<file path="config.mk">
export PLATFORM = sky130hd
export DESIGN_NAME = sar_adc_ctrl
export DESIGN_NICKNAME = d
export VERILOG_FILES = /design/src/rtl/sar_adc_ctrl.sv
export SDC_FILE = /design/constraint.sdc
export NUM_CORES = 1
export LEC_CHECK = 0
export CAP_MARGIN = 20
export CORE_AREA = 2 2 101 103
export DETAILED_ROUTE_END_ITERATION = 12
export DIE_AREA = 0 0 103 105
export DONT_BUFFER_PORTS = 1
export PLACE_DENSITY_LB_ADDON = 0.2
export SLEW_MARGIN = 15
export SYNTH_ARGS = -nofsm -noshare
export SYNTH_HDL_FRONTEND = slang
export SYNTH_SLANG_ARGS = --single-unit
</file>
<file path="constraint.sdc">
create_clock -name clk -period 2.6 [get_ports clk]
set_input_delay 0.52 -clock clk [delete_from_list [all_inputs] [get_ports clk]]
set_output_delay 0.52 -clock clk [all_outputs]
set_load 0.03 [all_outputs]
</file>
<file path="src/rtl/sar_adc_ctrl.sv">
module sar_adc_ctrl #(
  parameter int RES_W = 12,
  parameter int DIV_W = 8
) (
  input  logic             clk,
  input  logic             rst_n,
  input  logic             wr_en,
  input  logic [2:0]       addr,
  input  logic [7:0]       wdata,
  output logic [7:0]       rdata,
  output logic [RES_W-1:0] dac_code,
  input  logic             cmp_in,
  output logic             irq
);
  localparam int HI_W = RES_W - 8;
  localparam logic [RES_W-1:0] TOP_BIT = {1'b1, {(RES_W-1){1'b0}}};

  logic             en_q, go_q, pol_q, cmpf_q, irq_q, smp_q;
  logic [DIV_W-1:0] div_q, divc_q;
  logic [RES_W-1:0] sar_q, msk_q, res_q, pre_q;

  wire ctrl_wr = wr_en && (addr == 3'd0);
  wire start   = ctrl_wr && wdata[0] && wdata[1] && en_q && !go_q;
  wire abort   = ctrl_wr && go_q && !(wdata[0] && wdata[1]);
  wire tick    = go_q && (divc_q == div_q);
  wire [RES_W-1:0] nxt = sar_q | (cmp_in ? msk_q : '0);
  wire done    = tick && smp_q && msk_q[0] && !abort;

  wire [15:0] res16 = 16'(res_q);
  wire [15:0] pre16 = 16'(pre_q);

  assign dac_code = go_q ? (sar_q | msk_q) : '0;
  assign irq      = irq_q;

  always_comb begin
    case (addr)
      3'd0:    rdata = {3'b000, irq_q, cmpf_q, pol_q, go_q, en_q};
      3'd1:    rdata = 8'(div_q);
      3'd2:    rdata = res16[15:8];
      3'd3:    rdata = res16[7:0];
      3'd4:    rdata = pre16[15:8];
      3'd5:    rdata = pre16[7:0];
      default: rdata = 8'h00;
    endcase
  end

  always_ff @(posedge clk or negedge rst_n) begin
    if (!rst_n) begin
      en_q <= 1'b0; go_q <= 1'b0; pol_q <= 1'b0; cmpf_q <= 1'b0;
      irq_q <= 1'b0; smp_q <= 1'b0;
      div_q <= '0; divc_q <= '0;
      sar_q <= '0; msk_q <= '0; res_q <= '0; pre_q <= '0;
    end else begin
      if (ctrl_wr) begin
        en_q  <= wdata[0];
        pol_q <= wdata[2];
        if (!wdata[4]) irq_q <= 1'b0;
      end
      if (wr_en && addr == 3'd1) div_q <= DIV_W'(wdata);
      if (wr_en && addr == 3'd4) pre_q[RES_W-1:8] <= wdata[HI_W-1:0];
      if (wr_en && addr == 3'd5) pre_q[7:0] <= wdata;

      if (start) begin
        go_q <= 1'b1; smp_q <= 1'b0; divc_q <= '0;
        sar_q <= '0; msk_q <= '0;
      end else if (abort) begin
        go_q <= 1'b0; smp_q <= 1'b0; sar_q <= '0; msk_q <= '0;
      end else if (go_q) begin
        divc_q <= tick ? '0 : divc_q + 1'b1;
        if (tick) begin
          if (!smp_q) begin
            smp_q <= 1'b1;
            msk_q <= TOP_BIT;
          end else begin
            sar_q <= nxt;
            msk_q <= msk_q >> 1;
            if (msk_q[0]) begin
              go_q   <= 1'b0;
              smp_q  <= 1'b0;
              sar_q  <= '0;
              res_q  <= nxt;
              irq_q  <= 1'b1;
              cmpf_q <= pol_q ? (nxt < pre_q) : (nxt >= pre_q);
            end
          end
        end
      end
    end
  end

  AST_GO_NEEDS_EN: assert property (@(posedge clk) disable iff (!rst_n)
    go_q |-> en_q);
  AST_DONE_FLAGS: assert property (@(posedge clk) disable iff (!rst_n)
    done |=> (irq_q && !go_q));
  AST_IRQ_STICKY: assert property (@(posedge clk) disable iff (!rst_n)
    (irq_q && !(ctrl_wr && !wdata[4])) |=> irq_q);
  AST_RES_HOLD: assert property (@(posedge clk) disable iff (!rst_n)
    !done |=> $stable(res_q));
  AST_CMP_HOLD: assert property (@(posedge clk) disable iff (!rst_n)
    !done |=> $stable(cmpf_q));
  AST_TRIAL_ONEHOT: assert property (@(posedge clk) disable iff (!rst_n)
    $onehot0(msk_q));
endmodule

</file>
==> reports/qor.yml, run 1 <==
drt:
  antenna_left: 0
  drt-total-wl_um: 9420
  dr.pass1.iters: 4
  drt-initial-drc-count: 139
  wl_per_cell_um: 17.5
  drcViolationCount: 0
  vias: 2838
  vias_per_cell: 5.28
power_and_ir_drop:
  power.leakage_nw: 1.97
  peakVddDrop_mv: 0.447
  pwr_density_cell_mw_per_mm2: 672
synth:
  yosys.area.top_type_share_pct: 46.1
  synth_area_leaders: "dfrtp_1, mux2_2, nand2_1"
  syn_nets: 420
  ys_seq_area_share_pct: 46.1
  syn_area_mm2: 0.00380
  synth_edf_count: 0
  synth_area_leader_cell: "dfrtp_1"
  synth_seq_cells: 70
  ys_warn_count: 0
  async_flop_share_pct: 100
  synth.distinct_cells: 43
  syn_inst: 392
  avgSynthCellArea_um2: 9.70
  ys.flop_type: "dfrtp_1"
sta:
  tightest_slew_ns: 0.815
  setup-tns-final_ns: 0
  slew_violations: 0
  fmax_mhz: 429
  fin_crit_sh_pct: 89.7
  relSlewSlack_pct: 45.4
  finalClockSkew_ns: 0.0102
  worst_slack_ns: 0.268
  rsz0062_at_grt: "no"
  timing_hold_violations_final: 0
  period_needed_ns: 2.33
  fin_hold_ws_ns: 0.0478
  finalSetupViolCount: 0
clock_tree:
  clock_latency_ns: 0.35
  cts-root-buf: "clkbuf_8"
  cts_tree: "done"
  cts_hold_buffers: 1
  post-cts-setup-buffers: 0
  numCtsBuffers: 9
  ctsHtreeMaxLevel: 3
  clock_sinks: 70
  cts-resized-gates: 0
  clock_path_buffers: 2
  cts.clk_slew.worst_paths_ns: 0.09
grt:
  grt_overflow: 0
  grt_pass1_wl_um: 15600
  grt_pass1_vias: 2854
  grt_usage_pct: 19.2
  grt_max_degree: 71
  antenna_found_initial: 0
placed_design:
  post-place-ws_ns: 0.290
  hpwl_um: 6940
  portBuffers: 0
  gp_congestion: 0.803
  place_inst: 520
finish:
  layout_common_cells: "dfrtp_1, nand2_1, nor2_1, inv_1, mux2_2"
  fin_cells: 537
  n_antenna_cell: 0
  num-nets-final: 427
  final_common_cell: "dfrtp_1"
  final_layout_size_suffix_gt1_share_pct: 16.3
  area_growth_pct: 10.5
floorplanning:
  dieArea_mm2: 0.0108
  initial_core_util_pct: 39.5
  io_pins: 36
  die_h_um: 105
  row_count: 36
  die_x_um: 103
  core_region_area_mm2: 0.00964
critical_path:
  end_kind: "output pin"
  required_ns: 2.08
  cp_data_arrival_time_ns: 1.81
  reg2reg_slack_ns: 0.40
  criticalPathCategory: "reg2out"
  rr_worst_depth: 9
  crit_path_start_kind: "register"
  path_max_fanout: 14
hold_path:
  hp-class: "in2async"
outcome:
  outcome: "complete, no violations"
flow_run:
  drv_cap: 0
==> final cells by class <==
cell class              instances  area (um2)
flip-flops and latches         70        1750
inverters                      25        93.8
clock buffers                   9         124
repair buffers                 15         133
clock inverters                 7         105
fillers                       976        5440
multi-input cells             278        1830
well taps                     133         166
==> state kept, by name, indices dropped and copies added (netlist names) <==
signal and count:
pol_q 1, divc_q 8, sar_q 12, smp_q 1, irq 1, pre_q 12, res_q 12, div_q 8
en_q 1, cmpf_q 1, go_q 1, msk_q 12
==> final timing paths <==
check / end / from
setup / recovery: dac_code[6] / go_q
hold / removal: pre_q[7] / rst_n
setup reg to reg: cmpf_q / msk_q[9]
hold reg to reg: res_q[1] / res_q[1]
max in group asynchronous: sar_q[2] / rst_n
min in group clk: pol_q / wdata[2]
==> routing by layer <==
metal | vias to the layer above | routed length [um] | part of all wire (%) | track usage (%)
met5 | - | 0 | 0 | 0
met4 | 0 | 150 | 1.6 | 6.11
met3 | 11 | 517 | 5.5 | 5.55
met2 | 65 | 4420 | 47 | 28.6
met1 | 1392 | 4330 | 46 | 26.7
li1 | 1370 | - | - | -
==> kinds of logic after synthesis <==
logic type | Yosys count | synth area share [%]
buf+inv | 44 | 5.82
fa+ha+maj | 13 | 4.28
simple gates | 132 | 16.7
compound gates | 94 | 16.3
flops | 70 | 46.1
mux | 26 | 7.83
xor+xnor | 13 | 2.99
==> per-stage QoR <==
step           util [%]  power (mW)  area, um2
2_1_floorplan         -        1.69       3800
3_3_place_gp       41.0        1.79       3950
3_5_place_dp       41.0        1.80       3950
4_1_cts            43.6        2.86       4200
5_1_grt            43.6        3.00       4200
6_report           43.6        2.82       4200
==> critical path: stages (launching register included) <==
cell	delay [ns]
dfrtp_1	0.60
inv_1	0.33
nor2_1	0.54
==> synthesized netlist by cell type (5+ instances only) <==
library cell / n
ha_1: 13
o21ai_2: 8
xor2_1: 5
nand4_1: 8
nand3_1: 7
a21oi_1: 19
mux2_2: 20
mux2i_1: 5
nor2_1: 41
clkbuf_1: 10
xnor2_1: 8
o21ai_0: 20
o21ai_1: 11
dfrtp_1: 70
nand2_1: 51
inv_1: 25
a22o_1: 13
==> power breakdown <==
group / switching, mW / internal (mW) / leakage [nW]
sequential: 0.141 / 1.20 / 0.926
combinational: 0.253 / 0.212 / 0.928
clock: 0.466 / 0.555 / 0.112
total: 0.860 / 1.96 / 1.97
Power figures use the tool's default switching activity.
==> inputs of run 2 (changes only) <==
--- a/config.mk
+++ b/config.mk
@@ -5,10 +5,11 @@
 export SDC_FILE = /design/constraint.sdc
 export NUM_CORES = 1
 export LEC_CHECK = 0
+export ABC_AREA = 1
 export CAP_MARGIN = 20
-export CORE_AREA = 2 2 101 103
+export CORE_AREA = 2 2 105 107
 export DETAILED_ROUTE_END_ITERATION = 12
-export DIE_AREA = 0 0 103 105
+export DIE_AREA = 0 0 107 109
 export DONT_BUFFER_PORTS = 1
 export PLACE_DENSITY_LB_ADDON = 0.2
 export SLEW_MARGIN = 15
==> run 2 against run 1 <==
  * Core utilization is 1.1 points higher
  * Global-route usage is 2.0 points higher
  * Setup slack better by 0.14 ns
  * Synthesized cell count is 51% higher
  * Fmax is 6.3% higher
  * First-iteration DRC count is 140% higher
  * Flip-flop and latch count stayed put
  * Routed wire length is 23% higher
  * Non-clock buffer count is 15 higher
  * Clock power is 19% higher
  * Via count is 38% higher
  * Critical endpoint is now rdata[0]
  * Largest cell class unchanged
  * Highest routed layer unchanged
==> reports/qor.yml, run 2 <==
critical_path:
  cp_data_arrival_time_ns: 1.67
  path_max_fanout: 7
  criticalPathCategory: "in2out"
  reg2reg_slack_ns: 0.53
  crit_path_start_kind: "input pin"
  end_kind: "output pin"
  required_ns: 2.08
grt:
  antenna_found_initial: 0
  grt_pass1_wl_um: 19000
  grt_pass1_vias: 3772
  grt_max_degree: 71
  grt_usage_pct: 21.2
  grt_overflow: 0
synth:
  avgSynthCellArea_um2: 7.03
  synth_area_leader_cell: "dfrtp_1"
  async_flop_share_pct: 100
  synth_seq_cells: 70
  syn_area_mm2: 0.00415
  syn_inst: 590
  synth_edf_count: 0
  ys.flop_type: "dfrtp_1"
  synth.most_common_cell: "nand2_1"
  ys_seq_area_share_pct: 42.2
  synth_area_leaders: "dfrtp_1, nand2_1, inv_1"
  syn_nets: 618
  synth_top_cells_by_count: "nand2_1, inv_1, dfrtp_1, nand3_1, nor2_1"
  ys_warn_count: 0
  synth.distinct_cells: 31
  yosys.area.top_type_share_pct: 42.2
finish:
  n_fill_cell: 1060
  final_layout_size_suffix_gt1_share_pct: 10.0
  area_growth_pct: 14.3
  design_area_mm2: 0.00474
  layout_common_cells: "nand2_1, inv_1, dfrtp_1, nand3_1, nor2_1"
  n_antenna_cell: 0
  num-nets-final: 641
  multi_input_area_mm2: 0.00196
  final_core_util_pct: 44.7
  fin_cells: 758
  seq_area_mm2: 0.00175
  final_common_cell: "nand2_1"
clock_tree:
  cts-root-buf: "clkbuf_8"
  clock_latency_ns: 0.36
  cts-resized-gates: 0
  numCtsBuffers: 9
  cts.clk_slew.worst_paths_ns: 0.08
  clock_sinks: 70
  ctsHtreeMaxLevel: 3
  clock_path_buffers: 2
  cts_tree: "done"
drt:
  vias: 3920
  dr.pass1.iters: 5
  wl_per_cell_um: 15.2
  drt-total-wl_um: 11500
  vias_per_cell: 5.17
  antenna_left: 0
  drcViolationCount: 0
  drt-initial-drc-count: 332
sta:
  setup-tns-final_ns: 0
  fin_hold_ws_ns: 0.0228
  rsz0062_at_grt: "no"
  fin_crit_sh_pct: 84.4
  finalClockSkew_ns: 0.00583
  period_needed_ns: 2.19
  fmax_mhz: 456
  timing_hold_violations_final: 0
  relSlewSlack_pct: 36.1
  slew_violations: 0
  tightest_slew_ns: 0.948
  finalSetupViolCount: 0
power_and_ir_drop:
  power.leakage_nw: 2.52
  pwr_density_cell_mw_per_mm2: 742
  peakVddDrop_mv: 0.310
placed_design:
  hpwl_um: 8550
  place_inst: 741
  portBuffers: 0
  place_area_mm2: 0.00445
  gp_congestion: 0.887
floorplanning:
  die_h_um: 109
  dieArea_mm2: 0.0117
  initial_core_util_pct: 39.1
  core_region_area_mm2: 0.0106
  die_x_um: 107
  row_count: 38
  io_pins: 36
hold_path:
  hp-class: "in2async"
outcome:
  outcome: "complete, no violations"
flow_run:
  drv_cap: 0
-- run 2: changes by cell type after synthesis, moves of 7 or more --
cell     before  now
nor2_1       41   48
a22o_1       13    0
o21ai_1      11    1
o21ai_2       8    0
inv_1        25   88
nand3_1       7   58
nand2_1      51  188
o21ai_0      20   43
xnor2_1       8    0
mux2_2       20    0
-- run 2: worst max-delay path, cell delays in order --
cell	delay, ns
inv_1	0.04
nor2_1	0.16
nand2_1	0.23
inv_1	0.15
nand2_1	0.05
o21ai_0	0.09
nor2_1	0.07
o21ai_0	0.36
-- run 2: metal layers --
layer	share of wire (%)	global-route usage, %
met1	44	27.5
met3	5.2	4.54
met5	0	0
met4	3.3	10.3
met2	47	33.8
-- run 2: where the power goes --
group	switching (mW)	internal (mW)
registers	0.139	1.22
logic	0.632	0.315
clock network	0.449	0.759
-- run 2: final timing paths --
kind                            cells past startpoint      start   endpoint
worst max-delay path                                8    addr[0]   rdata[0]
worst min-delay path                                1      rst_n   pre_q[5]
worst max register to register                     13   msk_q[7]     cmpf_q
worst min register to register                      2  sar_q[11]  sar_q[11]
max in group asynchronous                           1      rst_n      pol_q
min in group clk                                    2   wdata[0]       en_q
-- run 2: cell families after synthesis --
logic type | count (synthesis) | synth area share (%)
AOI/OAI and AO/OA | 76 | 10.2
xor gates and xnor gates | 1 | 0.211
adders and majority gates | 13 | 3.92
buffers and inverters | 110 | 10.6
DFF | 70 | 42.2
and+or+nand+nor | 320 | 32.9
-- run 2: layout make-up --
type / count / area share, %
multi-input combinational: 410 / 41.3
sequential: 70 / 36.9
inverter: 92 / 7.28
timing repair buffer: 30 / 5.12
tap: 140 / 3.69
clock buffer: 10 / 2.90
clock inverter: 6 / 2.80
-- run 2: metrics by stage --
step	setup slack (ns)	total power, mW
finish	0.406	3.52
global route	0.311	3.73
CTS	0.425	3.53
detailed placement	0.307	2.31
global placement	0.291	2.28
floorplan	0.583	2.04
-- run 2: what timing repair did --
item	in CTS	in global routing
endpoints found under the hold margin	70	0
hold buffers	1	0
setup endpoints to repair	0	0
buffers inserted	0	0
